[src/rtl/elem_ofs_pkg.sv]
// Shared definitions for the element offset remapper.
// Assumes a fixed set of five remappable operand slots.
package elem_ofs_pkg;
    localparam int NUM_OPS = 5;

    // Operand slot order: the position matches the mask bit that selects it.
    typedef enum int unsigned {
        OP_RA = 0,
        OP_RB = 1,
        OP_RC = 2,
        OP_RT = 3,
        OP_RS = 4
    } operand_e;
endpackage

[src/rtl/elem_ofs_cfg.sv]
// Configuration register for the remapper. It holds the offset, the operand
// mask and the persistence flag. A setup always wins over a one-shot clear.
// Assumes insn_done pulses once per completed vector instruction.
module elem_ofs_cfg #(
    parameter int IDX_W   = 7,
    parameter int PMODE_W = 2,
    parameter int NOPS    = 5
) (
    input  logic               clk,
    input  logic               rst_n,
    input  logic               cfg_valid,
    input  logic [IDX_W-1:0]   cfg_offset,
    input  logic [NOPS-1:0]    cfg_mask,
    input  logic [PMODE_W-1:0] cfg_pmode,
    input  logic               insn_done,
    output logic [IDX_W-1:0]   ofs_q,
    output logic [NOPS-1:0]    mask_q,
    output logic               persist_q
);
    // Load a setup, consume a one-shot config, or hold the current state.
    always_ff @(posedge clk) begin
        if (!rst_n) begin
            ofs_q     <= '0;
            mask_q    <= '0;
            persist_q <= 1'b0;
        end else if (cfg_valid) begin
            ofs_q     <= cfg_offset;
            mask_q    <= cfg_mask;
            persist_q <= |cfg_pmode;
        end else if (insn_done && !persist_q) begin
            mask_q    <= '0;
        end
    end
endmodule

[src/rtl/elem_ofs_add.sv]
// Adjusts one operand's element index. When enabled, it adds the offset and
// reports the carry out of the index range. When disabled, it passes the
// base index through unchanged. Assumes the offset is as wide as the index.
module elem_ofs_add #(
    parameter int IDX_W = 7
) (
    input  logic [IDX_W-1:0] base,
    input  logic [IDX_W-1:0] ofs,
    input  logic             en,
    output logic [IDX_W-1:0] adj,
    output logic             carry
);
    logic [IDX_W-1:0] ofs_eff;

    // Gate the offset with the operand enable.
    always_comb ofs_eff = en ? ofs : '0;

    // Widen by one bit so the carry comes out of the sum.
    always_comb {carry, adj} = {1'b0, base} + {1'b0, ofs_eff};
endmodule

[src/rtl/elem_ofs_remap.sv]
// Top level of the per-operand element offset remapper. A registered
// configuration drives five combinational index adders.
// Assumes the setup opcode is decoded upstream, and that no register file
// access takes place here.
module elem_ofs_remap #(
    parameter int IDX_W   = 7,
    parameter int PMODE_W = 2
) (
    input  logic                                  clk,
    input  logic                                  rst_n,
    input  logic                                  cfg_valid,
    input  logic [IDX_W-1:0]                      cfg_offset,
    input  logic [elem_ofs_pkg::NUM_OPS-1:0]      cfg_mask,
    input  logic [PMODE_W-1:0]                    cfg_pmode,
    input  logic                                  insn_done,
    input  logic [elem_ofs_pkg::NUM_OPS*IDX_W-1:0] base_idx,
    output logic [elem_ofs_pkg::NUM_OPS*IDX_W-1:0] adj_idx,
    output logic [elem_ofs_pkg::NUM_OPS-1:0]      idx_carry,
    output logic                                  remap_active
);
    localparam int NOPS = elem_ofs_pkg::NUM_OPS;

    logic [IDX_W-1:0] ofs_q;
    logic [NOPS-1:0]  mask_q;
    logic             persist_q;

    elem_ofs_cfg #(.IDX_W(IDX_W), .PMODE_W(PMODE_W), .NOPS(NOPS)) u_cfg (
        .clk       (clk),
        .rst_n     (rst_n),
        .cfg_valid (cfg_valid),
        .cfg_offset(cfg_offset),
        .cfg_mask  (cfg_mask),
        .cfg_pmode (cfg_pmode),
        .insn_done (insn_done),
        .ofs_q     (ofs_q),
        .mask_q    (mask_q),
        .persist_q (persist_q)
    );

    // One adder per operand slot, enabled by that slot's mask bit.
    for (genvar k = 0; k < NOPS; k++) begin : g_op
        elem_ofs_add #(.IDX_W(IDX_W)) u_add (
            .base (base_idx[k*IDX_W +: IDX_W]),
            .ofs  (ofs_q),
            .en   (mask_q[k]),
            .adj  (adj_idx[k*IDX_W +: IDX_W]),
            .carry(idx_carry[k])
        );
    end

    // The remap is armed whenever any operand is selected.
    always_comb remap_active = |mask_q;
endmodule

[config.mk]
export PLATFORM = sky130hd
export DESIGN_NAME = elem_ofs_remap
export DESIGN_NICKNAME = d
export VERILOG_FILES = /design/src/rtl/elem_ofs_pkg.sv /design/src/rtl/elem_ofs_cfg.sv /design/src/rtl/elem_ofs_add.sv /design/src/rtl/elem_ofs_remap.sv
export SDC_FILE = /design/constraint.sdc
export NUM_CORES = 1
export LEC_CHECK = 0
export CORE_AREA = 5 5 74 76
export DETAILED_ROUTE_END_ITERATION = 16
export DIE_AREA = 0 0 79 81
export HOLD_SLACK_MARGIN = 0.12
export PLACE_DENSITY = 0.86
export SKIP_CTS_REPAIR_TIMING = 1
export SLEW_MARGIN = 5
export SYNTH_ARGS = -nofsm -noshare
export SYNTH_HDL_FRONTEND = slang
export SYNTH_SLANG_ARGS = --single-unit
[constraint.sdc]
create_clock -name clk -period 4.2 [get_ports clk]
set_clock_uncertainty 0.1 [all_clocks]
set_input_delay 0.63 -clock clk [delete_from_list [all_inputs] [get_ports clk]]
set_output_delay 0.63 -clock clk [all_outputs]
set_load 0.005 [all_outputs]
==> results_dict.tcl, run 1 <==
set metrics [dict create \
    ioPinCount 94 \
    rows 25 \
    cts_tree "yes" \
    yosys_warnings 0 \
    grt_busiest_layer "met2" \
    finalMaxSlewViolations 0 \
    cts-root-buf "clkbuf_8" \
    cp_max_fo 3 \
    rrSetupSlack_ns 3.13 \
    drc 0 \
    drt_wl_total_um 5670 \
    most-common-layout-cells "93 x clkdlybuf4s50_1, 36 x and2_1, 35 x ha_1" \
    dr.pass1.iters 4 \
    drtAntennaViolNets 0 \
    rsz0062_at_grt "no" \
    swShare_pct 28.6 \
    synth_area_leader_cell "ha_1" \
    synthTopCellsByArea "ha_1 21%, dfxtp_1 12%, and2_1 11%" \
    power_frac_clock_pct 23.3 \
    p_int_mw 0.338 \
    area_growth_pct 46.7 \
    nFillCells 421 \
    setup_tns_ns 0 \
    gr-total-overflow 0 \
    track_usage_pct 18.4 \
    via_per_inst 5.13 \
    min_path_type "reg -> reg" \
    grt_max_degree 20 \
    grt_pass1_wl_um 9530 \
    drt_iter0_markers 65 \
    fin_crit_sh_pct 86.7 \
    clkLatencyLatePin_ns 0.24 \
    critical_path_class "in -> out" \
    die_x_um 79 \
    crit_required_ns 3.47 \
    hpwl_um 4760 \
    cts.sinks 13 \
    drive_gt1_share_pct 1.92 \
    layout_commonest_cell "clkdlybuf4s50_1" \
    crit_path_end "adj_idx[6]" \
    p_seq_share_pct 30.4 \
    hold_viol 0 \
    cts.clk_slew.worst_paths_ns 0.05 \
    syn_inst 275 \
    setup_viol 0 \
    ctsHtreeMaxLevel 1 \
    grt_pass1_vias 2135 \
    startpoint_type "primary input" \
    start_util_pct 45.6 \
    slew_headroom_pct 49.6 \
    port-buffer-count 93 \
    synth_sequential_area_ratio_pct 12.2 \
    r2r-end "u_cfg.mask_q[4]$_SDFFE_PN0P_" \
    antenna_found_initial 0 \
    hp-start "u_cfg.persist_q$_SDFFE_PN0P_" \
    critical_path.startpoint "base_idx[0]" \
    end_kind "output pin" \
    cap_viol_max_count 0 \
    antennaDiodeCount 0 \
    combinationalPowerShare_pct 46.3 \
    die_h_um 81 \
    syn_nets 368 \
    met3_usage_pct 3.88 \
    numCtsBuffers 3 \
    gr-usage-met2_pct 34.5 \
    netlist.area_leader.share_pct 20.6 \
    arrival_ns 2.91 \
    worst_pin_slew_ns 0.754 \
    max_freq_ghz 0.275 \
    fin_util_pct 66.9 \
    ys_ff_latch 13 \
    p_per_area_nw_per_um2 152 \
    vias 2146 \
    leakage_nw 1.37 \
    reg2reg_depth 4 \
    coreArea_um2 4660 \
    syn_area_um2 2130 \
    clk_path_buf_depth 2 \
    run_status "finished, final reports clean" \
    die_area_um2 6400 \
    period_needed_ns 3.64 \
    postSynthAreaPerCell_um2 7.73 \
    nets 458 \
    place.gp.congestion 0.763 \
    switchingPower_mw 0.136 \
    ys_types 30 \
    use_met1_pct 21.7 \
    routedWlPerCell_um 13.6 \
    r2r_start "u_cfg.persist_q$_SDFFE_PN0P_" \
    vdd.ir_drop.worst_v 0.000197 \
]
-- critical path, cell delays in order --
cell and delay, ns:
clkdlybuf4s50_1 0.40, ha_1 0.23, fa_1 0.42, a211oi_1 0.27, o21bai_1 0.11, a21oi_1 0.18
xnor2_1 0.14, clkdlybuf4s50_1 0.52
-- layout make-up --
class	count	area [um^2]	share of cell area, %
inverters	20	75.1	2.41
well taps	54	67.6	2.17
flip-flops and latches	13	260	8.35
clock buffers	4	45.0	1.44
repair buffers	93	931	29.9
multi-input cells	234	1740	55.8
-- how the worst min path moves through the flow --
stage	to	slack (ns)	cells after the start
floorplan	u_cfg.persist_q$_SDFFE_PN0P_	0.39	2
global placement	u_cfg.persist_q$_SDFFE_PN0P_	0.42	2
detailed placement	u_cfg.persist_q$_SDFFE_PN0P_	0.43	2
CTS	u_cfg.persist_q$_SDFFE_PN0P_	0.45	2
global route	u_cfg.persist_q$_SDFFE_PN0P_	0.51	2
finish	u_cfg.persist_q$_SDFFE_PN0P_	0.45	2
-- synthesized netlist by cell type --
library cell	number
a211oi_1	1
a21o_1	3
a21oi_1	20
a21oi_2	1
a221oi_1	4
a311oi_2	2
a31o_2	1
a31oi_1	2
and2_1	36
buf_2	2
buf_4	5
clkbuf_1	1
dfxtp_1	13
fa_1	5
ha_1	35
inv_1	20
mux2i_1	11
nand2_1	25
nand2b_1	1
nand3_1	3
nor2_1	11
nor2b_1	22
nor3_1	9
o21a_1	4
o21ai_0	15
o21ai_1	1
o21bai_1	1
o31a_1	4
xnor2_1	15
xor2_1	2
-- power groups by stage --
stage          combinational (mW)  clock (mW)  sequential, mW
2_1_floorplan              0.0993           0           0.140
3_3_place_gp                0.215           0           0.147
3_5_place_dp                0.221           0           0.147
4_1_cts                     0.222       0.112           0.144
5_1_grt                     0.242       0.120           0.146
6_report                    0.220       0.110           0.144
-- kinds of logic after synthesis --
family | count (synthesis) | synth area share [%]
muxes | 11 | 5.18
adders and majority gates | 40 | 25.3
DFF | 13 | 12.2
buffers and inverters | 28 | 5.94
and+or+nand+nor | 107 | 26.5
AOI/OAI and AO/OA | 59 | 17.8
xor gates and xnor gates | 17 | 7.00
-- layer usage --
metal  vias up  share of wire (%)
met5         -                  0
met4         0               0.74
met3         6                6.4
met2        61                 51
met1       949                 42
li1       1130                  -
-- metrics by stage --
step                setup WS (ns)  instances  hold WS, ns  area (um^2)  power [mW]
finish                      0.558        418        0.451         3120       0.474
global route                0.372        418        0.512         3120       0.508
CTS                         0.553        418        0.447         3120       0.478
detailed placement          0.582        414        0.434         3070       0.368
global placement            0.599        414        0.416         3070       0.362
floorplan                    1.60        275        0.394         2130       0.239
-- flip-flops by register name, indices dropped and copies added, names as in the netlist --
name / cells
u_cfg.ofs_q: 7
u_cfg.mask_q: 5
u_cfg.persist_q: 1
Note: power is estimated with default switching activity, not from simulation.
==> run 2, diff against run 1 <==
Settings changed: CORE_AREA 5 5 74 76 to 2 2 71 73, DIE_AREA 0 0 79 81 to 0 0 73 75.
==> results_dict.tcl, run 2 (synthesized netlist as in run 1, its figures left out) <==
set metrics [dict create \
    run_status "finished, final reports clean" \
    vdd.ir_drop.worst_v 0.000158 \
    critical_path.startpoint "base_idx[0]" \
    grt_max_degree 20 \
    coreArea_um2 4660 \
    critical_path_class "in -> out" \
    fin_crit_sh_pct 86.5 \
    hold_slack_ns 0.470 \
    track_usage_pct 20.2 \
    regMostFlops "u_cfg.ofs_q" \
    port-buffer-count 93 \
    most-common-layout-cells "93 x clkdlybuf4s50_1, 36 x and2_1, 35 x ha_1" \
    reg2reg_depth 4 \
    end_kind "output pin" \
    clk_path_buf_depth 2 \
    gr-usage-met2_pct 38.3 \
    gr-total-overflow 0 \
    grt_busiest_layer "met2" \
    p_per_area_nw_per_um2 152 \
    crit_path_max_incr_delay_ns 0.53 \
    cp_max_fo 3 \
    slew_headroom_pct 48.8 \
    ioPinCount 94 \
    cap_viol_max_count 0 \
    worst_pin_slew_ns 0.766 \
    startpoint_type "primary input" \
    crit_path_frequent_cell "clkdlybuf4s50_1" \
    met3_usage_pct 3.08 \
    largest_reg_flops 7 \
    min_path_type "reg -> reg" \
    crit_required_ns 3.47 \
    setup_viol 0 \
    place.gp.congestion 0.835 \
    antennaDiodeCount 0 \
    r2r_start "u_cfg.persist_q$_SDFFE_PN0P_" \
    drtAntennaViolNets 0 \
    use_met1_pct 23.8 \
    rrSetupSlack_ns 3.09 \
    setup_tns_ns 0 \
    start_util_pct 45.6 \
    rows 25 \
    die_h_um 75 \
    crit_chain "clkdlybuf4s50_1, ha_1, fa_1, a211oi_1, o21bai_1, a21oi_1, xnor2_1, clkdlybuf4s50_1" \
    via_per_inst 5.23 \
    clkLatencyLatePin_ns 0.24 \
    nets 458 \
    die_x_um 73 \
    layout_commonest_cell "clkdlybuf4s50_1" \
    leakage_nw 1.37 \
    dr.pass1.iters 4 \
    cts-root-buf "clkbuf_8" \
    ctsHtreeMaxLevel 1 \
    hpwl_um 4580 \
    area_growth_pct 46.7 \
    drc 0 \
    finalMaxSlewViolations 0 \
    crit_slowest_cell "clkdlybuf4s50_1" \
    drt_iter0_markers 50 \
    routedWlPerCell_um 13.2 \
    top_regs "u_cfg.ofs_q: 7 flops, u_cfg.mask_q: 5 flops, u_cfg.persist_q: 1 flops" \
    period_needed_ns 3.63 \
    drive_gt1_share_pct 1.92 \
    cts.clk_slew.worst_paths_ns 0.05 \
    grt_pass1_vias 2083 \
    numCtsBuffers 3 \
    die_area_um2 5480 \
    hold_viol 0 \
    crit_path_end "adj_idx[6]" \
    cts_tree "yes" \
    rsz0062_at_grt "no" \
    max_freq_ghz 0.275 \
    r2r-end "u_cfg.mask_q[0]$_SDFFE_PN0P_" \
    arrival_ns 2.90 \
    vias 2188 \
    grt_pass1_wl_um 8790 \
    drt_wl_total_um 5530 \
    cts.sinks 13 \
    antenna_found_initial 0 \
]
-- run 2: cell counts in the layout (fill, tap and decap cells not counted) --
No cell type changed its count.
-- run 2: power by group --
| group | total (mW) | leakage [nW] | switching [mW] | internal, mW |
|---|---|---|---|---|
| Sequential | 0.143 | 0.107 | 0.0128 | 0.131 |
| Clock | 0.109 | 0.0228 | 0.0425 | 0.0669 |
| Combinational | 0.220 | 1.24 | 0.0791 | 0.141 |
-- run 2: per-layer routing --
metal	wire [um]	vias up	part of all wire, %
met2	2860	64	52
met4	43	0	0.78
met3	295	4	5.3
met1	2330	998	42
li1	-	1122	-
met5	0	-	0
-- run 2: how the worst min path moves through the flow --
| stage | end | slack (ns) | startpoint | depth (start not counted) |
|---|---|---|---|---|
| floorplan | u_cfg.persist_q$_SDFFE_PN0P_ | 0.39 | u_cfg.persist_q$_SDFFE_PN0P_ | 2 |
| global placement | u_cfg.persist_q$_SDFFE_PN0P_ | 0.42 | u_cfg.persist_q$_SDFFE_PN0P_ | 2 |
| detailed placement | u_cfg.persist_q$_SDFFE_PN0P_ | 0.46 | u_cfg.persist_q$_SDFFE_PN0P_ | 2 |
| CTS | u_cfg.persist_q$_SDFFE_PN0P_ | 0.47 | u_cfg.persist_q$_SDFFE_PN0P_ | 2 |
| global route | u_cfg.persist_q$_SDFFE_PN0P_ | 0.53 | u_cfg.persist_q$_SDFFE_PN0P_ | 2 |
| finish | u_cfg.persist_q$_SDFFE_PN0P_ | 0.47 | u_cfg.persist_q$_SDFFE_PN0P_ | 2 |
-- run 2: per-stage QoR --
step	setup slack (ns)	area, um^2	util [%]	instances	total power, mW
after detailed placement	0.590	3070	65.9	414	0.367
final	0.568	3120	66.9	418	0.473
after floorplan	1.60	2130	-	275	0.239
after CTS	0.591	3120	66.9	418	0.478
after global placement	0.601	3070	65.9	414	0.360
after global routing	0.425	3120	66.9	418	0.502
-- run 2: critical path: cells and delay by family --
| kind | cells | cell delay (ns) |
|---|---|---|
| adder cells (fa/ha/maj) | 2 | 0.65 |
| XOR/XNOR | 1 | 0.14 |
| buffers and inverters | 2 | 0.94 |
| AO/OA/AOI/OAI | 3 | 0.55 |
-- run 2: cell type report --
type / count / area [um^2]
inverter: 20 / 75.1
multi-input combinational: 234 / 1740
clock buffer: 4 / 45.0
fill: 435 / 1540
tap: 54 / 67.6
sequential: 13 / 260
timing repair buffer: 93 / 931
==> run 3, diff against run 2 <==
Settings changed: CAP_MARGIN set to 15.
==> results of run 3 <==
Same layout as run 2: the final DEF is identical, and so are final timing and power.
